`src/rtl/pgrs_pkg.sv`:
```
package pgrs_pkg;
  // Who owns the bus reset line after power-up.
  typedef enum logic {
    AGENT_SELF = 1'b0,
    AGENT_EXT  = 1'b1
  } agent_e;
endpackage

```
`src/rtl/pgrs_sync.sv`:
```
module pgrs_sync #(
  parameter int STAGES = 2
) (
  input  logic clk_i,
  input  logic async_ni,
  output logic sync_o
);
  logic [STAGES-1:0] chain_q;
  logic [STAGES-1:0] chain_d;

  generate
    if (STAGES == 1) begin : g_one
      assign chain_d = 1'b1;
    end else begin : g_many
      assign chain_d = {chain_q[STAGES-2:0], 1'b1};
    end
  endgenerate

  // Asserts at once, releases after STAGES edges.
  always_ff @(posedge clk_i or negedge async_ni) begin
    if (!async_ni) chain_q <= '0;
    else           chain_q <= chain_d;
  end

  assign sync_o = chain_q[STAGES-1];
endmodule

```
`src/rtl/pgrs_hold_timer.sv`:
```
module pgrs_hold_timer #(
  parameter int HOLD_CLKS = 33000
) (
  input  logic clk_i,
  input  logic rst_ni,
  output logic done_o
);
  localparam int CW = $clog2(HOLD_CLKS + 1);
  localparam logic [CW-1:0] LAST = CW'(HOLD_CLKS - 1);

  logic [CW-1:0] cnt_q, cnt_d;
  logic          done_q, done_d;
  logic          cnt_en;

  assign cnt_en = !done_q;

  always_comb begin
    cnt_d  = cnt_q;
    done_d = done_q;
    if (cnt_en) begin
      if (cnt_q == LAST) done_d = 1'b1;
      else               cnt_d  = cnt_q + 1'b1;
    end
  end

  always_ff @(posedge clk_i or negedge rst_ni) begin
    if (!rst_ni) begin
      cnt_q  <= '0;
      done_q <= 1'b0;
    end else begin
      cnt_q  <= cnt_d;
      done_q <= done_d;
    end
  end

  assign done_o = done_q;
endmodule

```
`src/rtl/pgrs_ext_mon.sv`:
```
module pgrs_ext_mon #(
  parameter int MIN_EXT_CLKS = 80
) (
  input  logic clk_i,
  input  logic rst_ni,
  input  logic en_i,
  input  logic bus_rst_ni,
  output logic active_o,
  output logic short_o
);
  localparam int WW = $clog2(MIN_EXT_CLKS + 1);
  localparam logic [WW-1:0] WMAX = WW'(MIN_EXT_CLKS);

  logic          smp_q, smp_d;
  logic [WW-1:0] wid_q, wid_d;
  logic          short_q, short_d;
  logic          pulse_end;

  // Pin sampled once per clock, only meaningful when the pin is an input.
  assign smp_d     = en_i & ~bus_rst_ni;
  assign pulse_end = !smp_q && (wid_q != '0);

  always_comb begin
    wid_d   = wid_q;
    short_d = short_q;
    if (smp_q) begin
      if (wid_q != WMAX) wid_d = wid_q + 1'b1;
    end else begin
      wid_d = '0;
    end
    if (pulse_end && (wid_q < WMAX)) short_d = 1'b1;
  end

  always_ff @(posedge clk_i or negedge rst_ni) begin
    if (!rst_ni) begin
      smp_q   <= 1'b0;
      wid_q   <= '0;
      short_q <= 1'b0;
    end else begin
      smp_q   <= smp_d;
      wid_q   <= wid_d;
      short_q <= short_d;
    end
  end

  assign active_o = smp_q;
  assign short_o  = short_q;
endmodule

```
`src/rtl/pwrgood_reset_seq.sv`:
```
module pwrgood_reset_seq
  import pgrs_pkg::*;
#(
  parameter int HOLD_CLKS    = 33000,
  parameter int MIN_EXT_CLKS = 80,
  parameter int SYNC_STAGES  = 2
) (
  input  logic clk_i,
  input  logic pwr_good_i,
  input  logic strap_i,
  input  logic busrst_n_i,
  output logic busrst_n_o,
  output logic busrst_oe_o,
  output logic cpu_rst_o,
  output logic legacy_rst_o,
  output logic int_rst_o,
  output logic ext_short_o
);
  logic   pg_q;
  agent_e agent_q, agent_d;
  logic   agent_en;
  logic   hold_done;
  logic   ext_mode;
  logic   ext_active;
  logic   ext_rst;
  logic   hold_act;
  logic   grp_rst;

  pgrs_sync #(.STAGES(SYNC_STAGES)) u_pg_sync (
    .clk_i    (clk_i),
    .async_ni (pwr_good_i),
    .sync_o   (pg_q)
  );

  // Strap register: tracks the pin while power is bad, frozen once it is good.
  // It has no reset on purpose: power-good low is exactly when it must sample.
  assign agent_en = !pg_q;
  assign agent_d  = strap_i ? AGENT_SELF : AGENT_EXT;

  always_ff @(posedge clk_i) begin
    if (agent_en) agent_q <= agent_d;
  end

  assign ext_mode = (agent_q == AGENT_EXT);

  pgrs_hold_timer #(.HOLD_CLKS(HOLD_CLKS)) u_hold (
    .clk_i  (clk_i),
    .rst_ni (pg_q),
    .done_o (hold_done)
  );

  pgrs_ext_mon #(.MIN_EXT_CLKS(MIN_EXT_CLKS)) u_ext (
    .clk_i      (clk_i),
    .rst_ni     (pg_q),
    .en_i       (ext_mode),
    .bus_rst_ni (busrst_n_i),
    .active_o   (ext_active),
    .short_o    (ext_short_o)
  );

  assign hold_act = !hold_done;
  assign ext_rst  = ext_mode & ext_active;

  // Reset group for internal and legacy logic, by mode.
  always_comb begin
    if (ext_mode) grp_rst = !pg_q | ext_rst;
    else          grp_rst = hold_act;
  end

  assign cpu_rst_o    = hold_act | ext_rst;
  assign busrst_oe_o  = !ext_mode;
  assign busrst_n_o   = !hold_act;
  assign int_rst_o    = grp_rst;
  assign legacy_rst_o = grp_rst;
endmodule

```
`config.mk`:
```
export PLATFORM = sky130hd
export DESIGN_NAME = pwrgood_reset_seq
export DESIGN_NICKNAME = d
export VERILOG_FILES = /design/src/rtl/pgrs_pkg.sv /design/src/rtl/pgrs_sync.sv /design/src/rtl/pgrs_hold_timer.sv /design/src/rtl/pgrs_ext_mon.sv /design/src/rtl/pwrgood_reset_seq.sv
export SDC_FILE = /design/constraint.sdc
export NUM_CORES = 1
export LEC_CHECK = 0
export BUFFER_PORTS_ARGS = -buffer_cell sky130_fd_sc_hd__buf_2
export CORE_ASPECT_RATIO = 1.2
export CORE_MARGIN = 4
export CORE_UTILIZATION = 52
export CTS_CLUSTER_DIAMETER = 50
export DETAILED_ROUTE_END_ITERATION = 10
export GPL_TIMING_DRIVEN = 0
export PLACE_DENSITY = 0.79
export SYNTH_ARGS = -nofsm -noshare
export SYNTH_HDL_FRONTEND = slang
export SYNTH_SLANG_ARGS = --single-unit
export TNS_END_PERCENT = 5
```
`constraint.sdc`:
```
create_clock -name clk_i -period 1.7 [get_ports clk_i]
set_input_delay 0.34 -clock clk_i [delete_from_list [all_inputs] [get_ports clk_i]]
set_output_delay 0.34 -clock clk_i [all_outputs]
set_load 0.01 [all_outputs]
```
==> impl_metrics.yaml <==
sta:
  timing.final.setup_violations: 0
  period_needed_ns: 1.64
  timing_hold_violations_final: 0
  grt_setup_unrepaired: "yes"
  worst_hold_slack_ns: 0.156
  timing.fmax_mhz: 611
  post-route-period-util_pct: 96.2
  timing.clock.skew_ns: 0.00805
  drv_slew: 0
synthesis:
  synth-edff-count: 1
  synth_fp_nets: 131
  synth_cell_type_count: 34
  synthTopCellsByArea: "dfrtp_1, xnor2_1, xor2_1"
  synth_seq_cells: 29
  synthesis.instances: 123
  synth.largest_area_cell: "dfrtp_1"
  yosysWarningCount: 0
  synth_most_common_cell: "dfrtp_1"
  post_synth.cell_area_avg_um2: 11.4
  postSynth.topFlopCell: "dfrtp_1"
  synth.top_cells.by_count: "dfrtp_1, xnor2_1, xor2_1"
  synthesized_cell_area_um2: 1400
  synthArstFlopShare_pct: 96.6
  synth.top_cell.area_share_pct: 50.0
  synth.yosys.seq_area_share_pct: 52.2
min_path:
  hold_path_startpoint: "busrst_n_i"
  whs_path_depth: 2
  worst_hold_class: "input port to flop"
  whs_endpoint: "u_ext.active_o$_DFF_PN0_"
global_route:
  grt_overflow: 0
  grt_pass1_vias: 969
  grt_antenna_before_repair: 0
  first_pass_grt_wire_length_um: 4210
  track_usage_pct: 15.6
  largest_net_degree_at_the_start_of_global_routing: 15
setup_path:
  ff2ff_path_depth: 3
  startpoint_type: "flop"
  worst-endpoint-required_ns: 1.91
  worstSetupStartpoint: "u_hold.cnt_q[8]$_DFFE_PN0P_"
  classification_of_the_worst_setup_path: "flop to flop"
  worstReg2RegStart: "u_hold.cnt_q[8]$_DFFE_PN0P_"
  endpoint_kind: "flop"
  r2r_setup_slk_ns: 0.06
  r2r_end: "u_hold.cnt_q[1]$_DFFE_PN0P_"
  crit_path_max_fanout: 5
  critical_path_arrival_ns: 1.84
cts:
  clk_pin_slew_ns: 0.09
  cts-buffers-inserted: 5
  clock_sinks: 29
  clk_path_buf_depth: 2
  htree_levels: 2
  cts_tree: "yes"
  cts_root_buffer: "clkbuf_4"
  clk_latency_ns: 0.32
floorplan:
  num_rows: 20
  num_io_pins: 10
  floorplan.die_area_um2: 3590
  floorplan.die.height_um: 64.8
  design.core.area_um2: 2550
  floorplan.die.width_um: 55.4
  floorplan.initialDensity_pct: 54.9
cells_and_area:
  fin_nets: 150
  fill_cells: 224
  multi_input_area_um2: 641
  final_design_area_no_fill_um2: 1610
  share_of_post_route_cells_with_drive_strength_above_1_pct: 27.3
  ff_latch_area_um2: 739
  antennaDiodeCount: 0
  flow.area_growth_from_synthesis_pct: 15.0
outcome:
  status: "finished clean"
flow_run:
  maxCapViolations: 0
routing:
  detailedRoute.firstIterationViolations: 24
  routed_via_density: 5.31
  detail_route.drc_violations: 0
  drt-pass1-iter-count: 6
  wire_per_inst_um: 14.4
  totalWireLength_um: 2540
  final_antenna_net_count: 0
  vias: 934
placement:
  placed_cell_area_um2: 1490
  place.gp.congestion: 0.854
  dp_hpwl_um: 1750
  io_buffers: 9
power_and_ir_drop:
  p_leak_nw: 0.734
  power.ir.vdd_worst_mv: 0.598
  power.density_cell_area_nw_per_um2: 758
## how the worst max path moves through the flow
stage,end,slack [ns],depth (start not counted)
after floorplan,u_ext.wid_q[1]$_DFFE_PN0P_,0.13,6
after global placement,legacy_rst_o,0.009,5
after detailed placement,legacy_rst_o,-0.04,5
after CTS,u_ext.wid_q[1]$_DFFE_PN0P_,0.003,6
after global routing,u_ext.wid_q[2]$_DFFE_PN0P_,-0.002,6
final,u_hold.cnt_q[1]$_DFFE_PN0P_,0.06,3
## cell usage in the layout, fill, tap and decap left out, types with 2 or more instances in the layout
cell	instances
buf_2	9
nor2b_1	2
nor3b_1	2
nand3_1	8
xnor2_1	10
dfrtp_1	23
dfrtp_2	4
nor4b_2	2
inv_1	4
nor2_1	6
clkbuf_8	2
buf_4	4
clkbuf_4	5
and2_1	4
inv_2	2
nor3_1	4
nand2_1	8
ha_1	4
o21ai_0	2
xor2_1	10
and4bb_2	2
and3_1	2
nand4_1	4
## report_power, final
part	internal, mW	switching, mW	total [mW]
clock	0.239	0.223	0.462
sequential	0.701	0.00663	0.708
combinational	0.0214	0.0289	0.0504
total	0.962	0.258	1.22
## sequential cells by signal (all words and copies together) (netlist names)
signal             cells
u_hold.cnt_q          16
u_pg_sync.chain_q      2
u_ext.active_o         1
u_hold.done_o          1
agent_q                1
u_ext.wid_q            7
u_ext.short_o          1
## worst max-delay path, stage by stage, from the launching register on
cell,delay [ns]
dfrtp_1,0.44
nor4b_2,0.43
a41oi_2,0.28
mux2_1,0.36
## routing by layer
metal  part of all wire (%)  vias up  wire length [µm]  GRT usage (%)
li1                       -      454                 -              -
met1                     41      464              1040           14.9
met2                     54       12              1380           29.3
met3                    3.4        4                85           5.78
met4                    1.5        0                38           6.99
met5                      0        -                 0              0
## final cells by class
class	count	share of cell area, %
repair buffers	15	5.98
multi-input cells	85	39.8
flip-flops and latches	29	45.9
clock inverters	1	0.311
well taps	33	2.56
clock buffers	7	4.04
inverters	6	1.40
## what timing repair did
action                                  4_1_cts  5_1_grt
hold buffers                                  1        0
endpoints found under the setup margin        3        7
buffers inserted                              4        1
resized for setup                             3        5
cloned                                        0        0
pin swaps                                     1        2
endpoints found under the hold margin         2        0
## through the flow
stage               power [mW]  cells   TNS, ns  worst slack, ns  utilization, %
floorplan                0.749    123         0            0.130               -
global placement         0.762    165         0          0.00924            58.3
detailed placement       0.764    165   -0.0380          -0.0375            58.3
CTS                       1.24    176         0          0.00253            62.6
global route              1.27    176  -0.00231         -0.00231            63.1
finish                    1.22    176         0           0.0644            63.1
## cell families (layout without fill, tap and decap cells)
| family | count (synthesis) | in the layout | synth area share, % |
|---|---|---|---|
| AO/OA/AOI/OAI | 7 | 7 | 3.93 |
| XOR/XNOR | 20 | 20 | 12.5 |
| adder cells (fa/ha/maj) | 4 | 4 | 3.57 |
| buffers and inverters | 9 | 29 | 2.68 |
| flip-flops | 29 | 29 | 52.2 |
| multiplexers | 2 | 2 | 1.52 |
| other | 1 | 1 | 0.268 |
| AND/OR/NAND/NOR | 51 | 51 | 23.3 |
No activity file was read; power rests on OpenSTA's default activity.
